`src/rtl/dvs_pkg.sv`:
```
package dvs_pkg;

  // Direction the reference level takes on the next step tick.
  typedef enum logic [1:0] {
    DIR_HOLD = 2'd0,
    DIR_UP   = 2'd1,
    DIR_DOWN = 2'd2
  } step_dir_e;

  // Converts a time given in hundredths of a microsecond into clock cycles,
  // rounding to the nearest cycle. The result is never below one cycle.
  function automatic int unsigned centi_us_to_cycles(input int unsigned centi_us,
                                                     input int unsigned clk_per_us);
    int unsigned cyc;
    cyc = (centi_us * clk_per_us + 50) / 100;
    if (cyc < 1) cyc = 1;
    return cyc;
  endfunction

endpackage

```
`src/rtl/dvs_setpoint_bank.sv`:
```
// Set-point storage. It holds the two set-point codes, the select bit and the
// rate bit, and it produces the target as a level (codes 0 and 1 merge into level 0).
module dvs_setpoint_bank #(
  parameter int CODE_W = 5,
  parameter int V1_RST = 9,
  parameter int V2_RST = 7
) (
  input  logic              clk,
  input  logic              rst_n,
  input  logic              v1_we,
  input  logic [CODE_W-1:0] v1_wdata,
  input  logic              v2_we,
  input  logic [CODE_W-1:0] v2_wdata,
  input  logic              sel_we,
  input  logic              sel_wdata,
  input  logic              rate_we,
  input  logic              rate_wdata,
  output logic [CODE_W-1:0] tgt_lvl,
  output logic              rate_slow
);

  localparam int NUM_BANKS = 2;

  logic [NUM_BANKS-1:0]             bank_we;
  logic [NUM_BANKS-1:0][CODE_W-1:0] bank_wd;
  logic [NUM_BANKS-1:0][CODE_W-1:0] bank_q;
  logic                             sel_q;
  logic                             rate_q;
  logic [CODE_W-1:0]                tgt_code;

  assign bank_we[0] = v1_we;
  assign bank_we[1] = v2_we;
  assign bank_wd[0] = v1_wdata;
  assign bank_wd[1] = v2_wdata;

  // One register per set-point bank, each with its own reset value.
  for (genvar b = 0; b < NUM_BANKS; b++) begin : g_bank
    localparam logic [CODE_W-1:0] RST_VAL =
      (b == 0) ? CODE_W'(V1_RST) : CODE_W'(V2_RST);
    logic [CODE_W-1:0] q;
    always_ff @(posedge clk or negedge rst_n) begin
      if (!rst_n)          q <= RST_VAL;
      else if (bank_we[b]) q <= bank_wd[b];
    end
    assign bank_q[b] = q;
  end

  // The select bit resets to 1 (V1); the rate bit resets to 0 (short period).
  always_ff @(posedge clk or negedge rst_n) begin
    if (!rst_n) begin
      sel_q  <= 1'b1;
      rate_q <= 1'b0;
    end else begin
      if (sel_we)  sel_q  <= sel_wdata;
      if (rate_we) rate_q <= rate_wdata;
    end
  end

  always_comb begin
    tgt_code = sel_q ? bank_q[0] : bank_q[1];
    if (tgt_code == '0) tgt_lvl = '0;
    else                tgt_lvl = tgt_code - CODE_W'(1);
  end

  assign rate_slow = rate_q;

endmodule

```
`src/rtl/dvs_step_timer.sv`:
```
// Prescaler for the step period. It counts only while a ramp is pending, and
// it pulses tick on the cycle in which the selected period has elapsed.
module dvs_step_timer #(
  parameter int unsigned FAST_CYC = 8,
  parameter int unsigned SLOW_CYC = 32
) (
  input  logic clk,
  input  logic rst_n,
  input  logic run,
  input  logic rate_slow,
  output logic tick
);

  localparam int unsigned MAX_CYC = (SLOW_CYC > FAST_CYC) ? SLOW_CYC : FAST_CYC;
  localparam int          CNT_W   = $clog2(MAX_CYC + 1);
  localparam logic [CNT_W-1:0] FAST_LIM = CNT_W'(FAST_CYC - 1);
  localparam logic [CNT_W-1:0] SLOW_LIM = CNT_W'(SLOW_CYC - 1);

  logic [CNT_W-1:0] cnt_q;
  logic [CNT_W-1:0] limit;
  logic             expired;

  assign limit   = rate_slow ? SLOW_LIM : FAST_LIM;
  // The compare uses >= so that switching to the short period mid-ramp
  // steps at once instead of wrapping the counter.
  assign expired = (cnt_q >= limit);
  assign tick    = run && expired;

  always_ff @(posedge clk or negedge rst_n) begin
    if (!rst_n)       cnt_q <= '0;
    else if (!run)    cnt_q <= '0;
    else if (expired) cnt_q <= '0;
    else              cnt_q <= cnt_q + CNT_W'(1);
  end

endmodule

```
`src/rtl/dvs_level_tracker.sv`:
```
// Holds the present reference level and moves it by one toward the target on
// each tick. The level is held at the minimum while the block is disabled.
module dvs_level_tracker #(
  parameter int LVL_W = 5
) (
  input  logic             clk,
  input  logic             rst_n,
  input  logic             enable,
  input  logic [LVL_W-1:0] tgt_lvl,
  input  logic             tick,
  output logic [LVL_W-1:0] cur_lvl,
  output logic             moving
);

  import dvs_pkg::*;

  logic [LVL_W-1:0] cur_q;
  step_dir_e        dir;

  always_comb begin
    if (!enable)              dir = DIR_HOLD;
    else if (cur_q < tgt_lvl) dir = DIR_UP;
    else if (cur_q > tgt_lvl) dir = DIR_DOWN;
    else                      dir = DIR_HOLD;
  end

  assign moving  = (dir != DIR_HOLD);
  assign cur_lvl = cur_q;

  always_ff @(posedge clk or negedge rst_n) begin
    if (!rst_n)      cur_q <= '0;
    else if (!enable) cur_q <= '0;
    else if (tick) begin
      unique case (dir)
        DIR_UP:   cur_q <= cur_q + LVL_W'(1);
        DIR_DOWN: cur_q <= cur_q - LVL_W'(1);
        default:  cur_q <= cur_q;
      endcase
    end
  end

endmodule

```
`src/rtl/dvs_code_map.sv`:
```
// Maps the internal level to the output code and to a level in millivolts.
// While the block is disabled, both outputs show the minimum at once.
module dvs_code_map #(
  parameter int LVL_W   = 5,
  parameter int MV_W    = 12,
  parameter int MIN_MV  = 800,
  parameter int STEP_MV = 50
) (
  input  logic             enable,
  input  logic [LVL_W-1:0] cur_lvl,
  output logic [LVL_W-1:0] ref_code,
  output logic [MV_W-1:0]  ref_mv
);

  logic [LVL_W-1:0] eff_lvl;

  assign eff_lvl  = enable ? cur_lvl : '0;
  assign ref_code = eff_lvl + LVL_W'(1);
  assign ref_mv   = MV_W'(MIN_MV) + MV_W'(STEP_MV) * MV_W'(eff_lvl);

endmodule

```
`src/rtl/dvs_ref_ramp.sv`:
```
// Top level: set-point bank, step prescaler, level tracker and output map.
module dvs_ref_ramp #(
  parameter int CODE_W        = 5,
  parameter int MV_W          = 12,
  parameter int CLK_PER_US    = 250,
  parameter int FAST_CENTI_US = 267,
  parameter int SLOW_CENTI_US = 1067,
  parameter int V1_RST        = 9,
  parameter int V2_RST        = 7,
  parameter int MIN_MV        = 800,
  parameter int STEP_MV       = 50
) (
  input  logic              clk,
  input  logic              rst_n,
  input  logic              enable,
  input  logic              v1_we,
  input  logic [CODE_W-1:0] v1_wdata,
  input  logic              v2_we,
  input  logic [CODE_W-1:0] v2_wdata,
  input  logic              sel_we,
  input  logic              sel_wdata,
  input  logic              rate_we,
  input  logic              rate_wdata,
  output logic [CODE_W-1:0] ref_code,
  output logic [MV_W-1:0]   ref_mv,
  output logic              busy
);

  localparam int unsigned FAST_CYC =
    dvs_pkg::centi_us_to_cycles(FAST_CENTI_US, CLK_PER_US);
  localparam int unsigned SLOW_CYC =
    dvs_pkg::centi_us_to_cycles(SLOW_CENTI_US, CLK_PER_US);

  logic [CODE_W-1:0] tgt_lvl;
  logic [CODE_W-1:0] cur_lvl;
  logic              rate_slow;
  logic              moving;
  logic              tick;

  dvs_setpoint_bank #(
    .CODE_W (CODE_W),
    .V1_RST (V1_RST),
    .V2_RST (V2_RST)
  ) u_bank (
    .clk        (clk),
    .rst_n      (rst_n),
    .v1_we      (v1_we),
    .v1_wdata   (v1_wdata),
    .v2_we      (v2_we),
    .v2_wdata   (v2_wdata),
    .sel_we     (sel_we),
    .sel_wdata  (sel_wdata),
    .rate_we    (rate_we),
    .rate_wdata (rate_wdata),
    .tgt_lvl    (tgt_lvl),
    .rate_slow  (rate_slow)
  );

  dvs_step_timer #(
    .FAST_CYC (FAST_CYC),
    .SLOW_CYC (SLOW_CYC)
  ) u_timer (
    .clk       (clk),
    .rst_n     (rst_n),
    .run       (moving),
    .rate_slow (rate_slow),
    .tick      (tick)
  );

  dvs_level_tracker #(
    .LVL_W (CODE_W)
  ) u_track (
    .clk     (clk),
    .rst_n   (rst_n),
    .enable  (enable),
    .tgt_lvl (tgt_lvl),
    .tick    (tick),
    .cur_lvl (cur_lvl),
    .moving  (moving)
  );

  dvs_code_map #(
    .LVL_W   (CODE_W),
    .MV_W    (MV_W),
    .MIN_MV  (MIN_MV),
    .STEP_MV (STEP_MV)
  ) u_map (
    .enable   (enable),
    .cur_lvl  (cur_lvl),
    .ref_code (ref_code),
    .ref_mv   (ref_mv)
  );

  assign busy = moving;

endmodule

```
`config.mk`:
```
export PLATFORM = sky130hd
export DESIGN_NAME = dvs_ref_ramp
export DESIGN_NICKNAME = d
export VERILOG_FILES = /design/src/rtl/dvs_pkg.sv /design/src/rtl/dvs_setpoint_bank.sv /design/src/rtl/dvs_step_timer.sv /design/src/rtl/dvs_level_tracker.sv /design/src/rtl/dvs_code_map.sv /design/src/rtl/dvs_ref_ramp.sv
export SDC_FILE = /design/constraint.sdc
export NUM_CORES = 1
export LEC_CHECK = 0
export ABC_AREA = 1
export CORE_MARGIN = 10
export CORE_UTILIZATION = 35
export DETAILED_ROUTE_END_ITERATION = 7
export DONT_BUFFER_PORTS = 1
export PLACE_DENSITY_LB_ADDON = 0.2
export SYNTH_ARGS = -nofsm -noshare
export SYNTH_HDL_FRONTEND = slang
export SYNTH_SLANG_ARGS = --single-unit
```
`constraint.sdc`:
```
create_clock -name clk -period 6.4 [get_ports clk]
set_input_delay 0 -clock clk [delete_from_list [all_inputs] [get_ports clk]]
set_output_delay 0 -clock clk [all_outputs]
set_load 0.1 [all_outputs]
```
==> out/metrics.csv <==
metric,value,unit
gr-total-overflow,0,
switching_power,0.123,mW
antenna_found_initial,0,
crit_fanout,6,
synth_top_cell_by_area,dfrtp_1,
cts_tree,built,
ys_ff_latch,29,
via_per_inst,4.53,
yosysSeqAreaShare,31.0,%
skew,0.00486,ns
pwr_density_cell,179,nW/µm²
grt_max_degree,30,
clk_latency,0.28,ns
final_nets,385,
p_int,0.381,mW
tightest_slew,1.19,ns
pwr-share-clk,45.2,%
fp-row-count,29,
yosys-top-cells-area,"dfrtp_1 (24%), ha_1 (17%), nand2_1 (13%), inv_1 (7.6%), dfstp_2 (6.7%)",
p_leak,1.57,nW
synth_nets,361,
run_status,finished clean,
die_x,102,µm
synth-edff-count,0,
yosysMostFrequentCell,nand2_1,
initial_core_util,36.6,%
cts_buffer_depth,2,
totalWireLength,4.84,mm
clockRootBuffer,clkbuf_8,
hp-class,in2reg,
start_kind,flip-flop,
gp_congestion,0.790,
cts-resized-gates,0,
cts.clk_slew.worst_paths,0.07,ns
drt_iter0_markers,45,
dominantRegCellSynth,dfrtp_1,
setup_violations,0,
cp.arrival,4.84,ns
numCtsBuffers,5,
synthTopCellsByCount,"nand2_1 (81), inv_1 (48), ha_1 (32)",
drv_slew,0,
grt_pass1_wl,8.72,mm
dieHeight,102,µm
io_pins,37,
yosysUniqueCellTypes,31,
timing.critical_path.mode_cell,nand2_1,
critical-path-slowest-cell,a21oi_2,
grt_pass1_vias,1906,
cp-end-kind,output port,
seqPwrFrac,39.8,%
async_flop_share,100,%
syn-cell-area,2360,µm²
required,6.40,ns
fin_tns_setup,0,ns
comb_power_share,15.0,%
maxCapViolCount,0,
port_buffers,0,
grt_setup_unrepaired,false,
p_sw_share,24.4,%
vdd_drop_max,0.105,mV
cp_slowest_stage_delay,0.85,ns
core,6460,µm²
whs,0.0535,ns
finalHoldViolations,0,
syn_to_final_growth,19.6,%
critical_path.cell_chain,nand2_1 -> inv_1 -> ha_1 -> ha_1 -> inv_1 -> fa_1 -> xnor2_1 -> nand2_1 -> nand2_1 -> nor2_1 -> a21oi_2,
route.detailed.drc,0,
synthCells,308,
path_delay_family,adder cells,
hpwlAfterDp,3.77,mm
drt-wirelength-per-cell,11.8,µm
criticalPathCategory,reg2out,
min_period,4.84,ns
htreeDepth,2,
drt_pass1_iterations,4,
drive_above_1_share,12.3,%
synth_top_cell_area_share,24.4,%
yosysWarnings,0,
syn_avg_cell_area,7.67,µm²
postCtsSetupRepairBufs,0,
num_antenna_cells,0,
grtUsageTotal,10.3,%
period_share,75.6,%
slew_headroom,20.8,%
critPathBufInv,2,
vias,1857,
die_area,10400,µm²
clkSinkCount,29,
ant_nets,0,
max_freq,207,MHz
## routing by layer
layer  routed length [µm]  GRT usage [%]
met1                 2310           12.8
met2                 2280           17.0
met3                  184           2.36
met4                   68           3.90
met5                    0              0
## tightest hold or removal path: stages
cell and delay, ns:
nand2_1 0.11, nand2_1 0.11, nand2_1 0.05, inv_1 0.04
## final timing paths
kind | from | endpoint | slack, ns | cells past startpoint
max | u_track.cur_lvl[0]$_DFFE_PN0P_ | ref_mv[11] | 1.56 | 11
min | enable | u_track.cur_lvl[3]$_DFFE_PN0P_ | 0.05 | 4
max reg2reg | u_bank.sel_q$_DFFE_PN1P_ | u_track.cur_lvl[4]$_DFFE_PN0P_ | 3.02 | 22
min reg2reg | u_timer.cnt_q[0]$_DFF_PN0_ | u_timer.cnt_q[0]$_DFF_PN0_ | 0.47 | 1
max in group asynchronous | rst_n | u_bank.sel_q$_DFFE_PN1P_ | 5.99 | 2
min in group asynchronous | rst_n | u_track.cur_lvl[0]$_DFFE_PN0P_ | 0.16 | 2
## kinds of logic after synthesis
group / share of synthesized area (%)
flip-flops: 31.0
buffers and inverters: 9.42
other: 0.159
adder cells (fa/ha/maj): 18.6
XOR/XNOR: 6.30
multiplexers: 2.86
AO/OA/AOI/OAI: 5.51
AND/OR/NAND/NOR: 26.1
## state kept, by name, summed over array words and instances (netlist names)
signal / count
u_timer.cnt_q: 12
u_bank.g_bank.q: 10
u_track.cur_lvl: 5
u_bank.rate_slow: 1
u_bank.sel_q: 1
## power groups by stage
| stage | combinational (mW) | sequential (mW) | clock (mW) |
|---|---|---|---|
| after detailed placement | 0.0594 | 0.204 | 0 |
| final | 0.0757 | 0.201 | 0.228 |
| after global placement | 0.0583 | 0.204 | 0 |
| after floorplan | 0.0545 | 0.201 | 0 |
| after global routing | 0.0881 | 0.202 | 0.245 |
| after CTS | 0.0766 | 0.201 | 0.236 |
## through the flow
| step | instances | power, mW | worst slack (ns) | instance area (µm²) | util (%) |
|---|---|---|---|---|---|
| floorplan | 308 | 0.256 | 1.46 | 2360 | - |
| global placement | 383 | 0.262 | 1.88 | 2490 | 38.6 |
| detailed placement | 383 | 0.264 | 1.84 | 2490 | 38.6 |
| CTS | 410 | 0.514 | 1.51 | 2830 | 43.8 |
| global route | 410 | 0.535 | 1.27 | 2830 | 43.8 |
| finish | 410 | 0.505 | 1.56 | 2830 | 43.8 |
## layout make-up
| type | count | area (µm²) |
|---|---|---|
| clock buffer | 5 | 68.8 |
| clock inverter | 3 | 65.1 |
| fill | 678 | 3630 |
| inverter | 49 | 184 |
| multi-input combinational | 225 | 1460 |
| sequential | 29 | 733 |
| tap | 77 | 96.3 |
| timing repair buffer | 22 | 223 |
## layout by cell type (no fill, tap or decap), drive strengths merged, types with 10 or more instances in the layout
master	Yosys	layout
a21oi	10	10
dfrtp	23	23
dlygate4sd3	0	18
ha	32	32
inv	49	49
nand2	84	84
nand3	24	24
nor2	22	22
o21ai	16	16
xor2	11	11
## repair_timing
action / CTS / global route
hold buffers: 19 / 0
endpoints found under the setup margin: 0 / 0
endpoints found under the hold margin: 46 / 0
(Power assumes the default switching activity.)
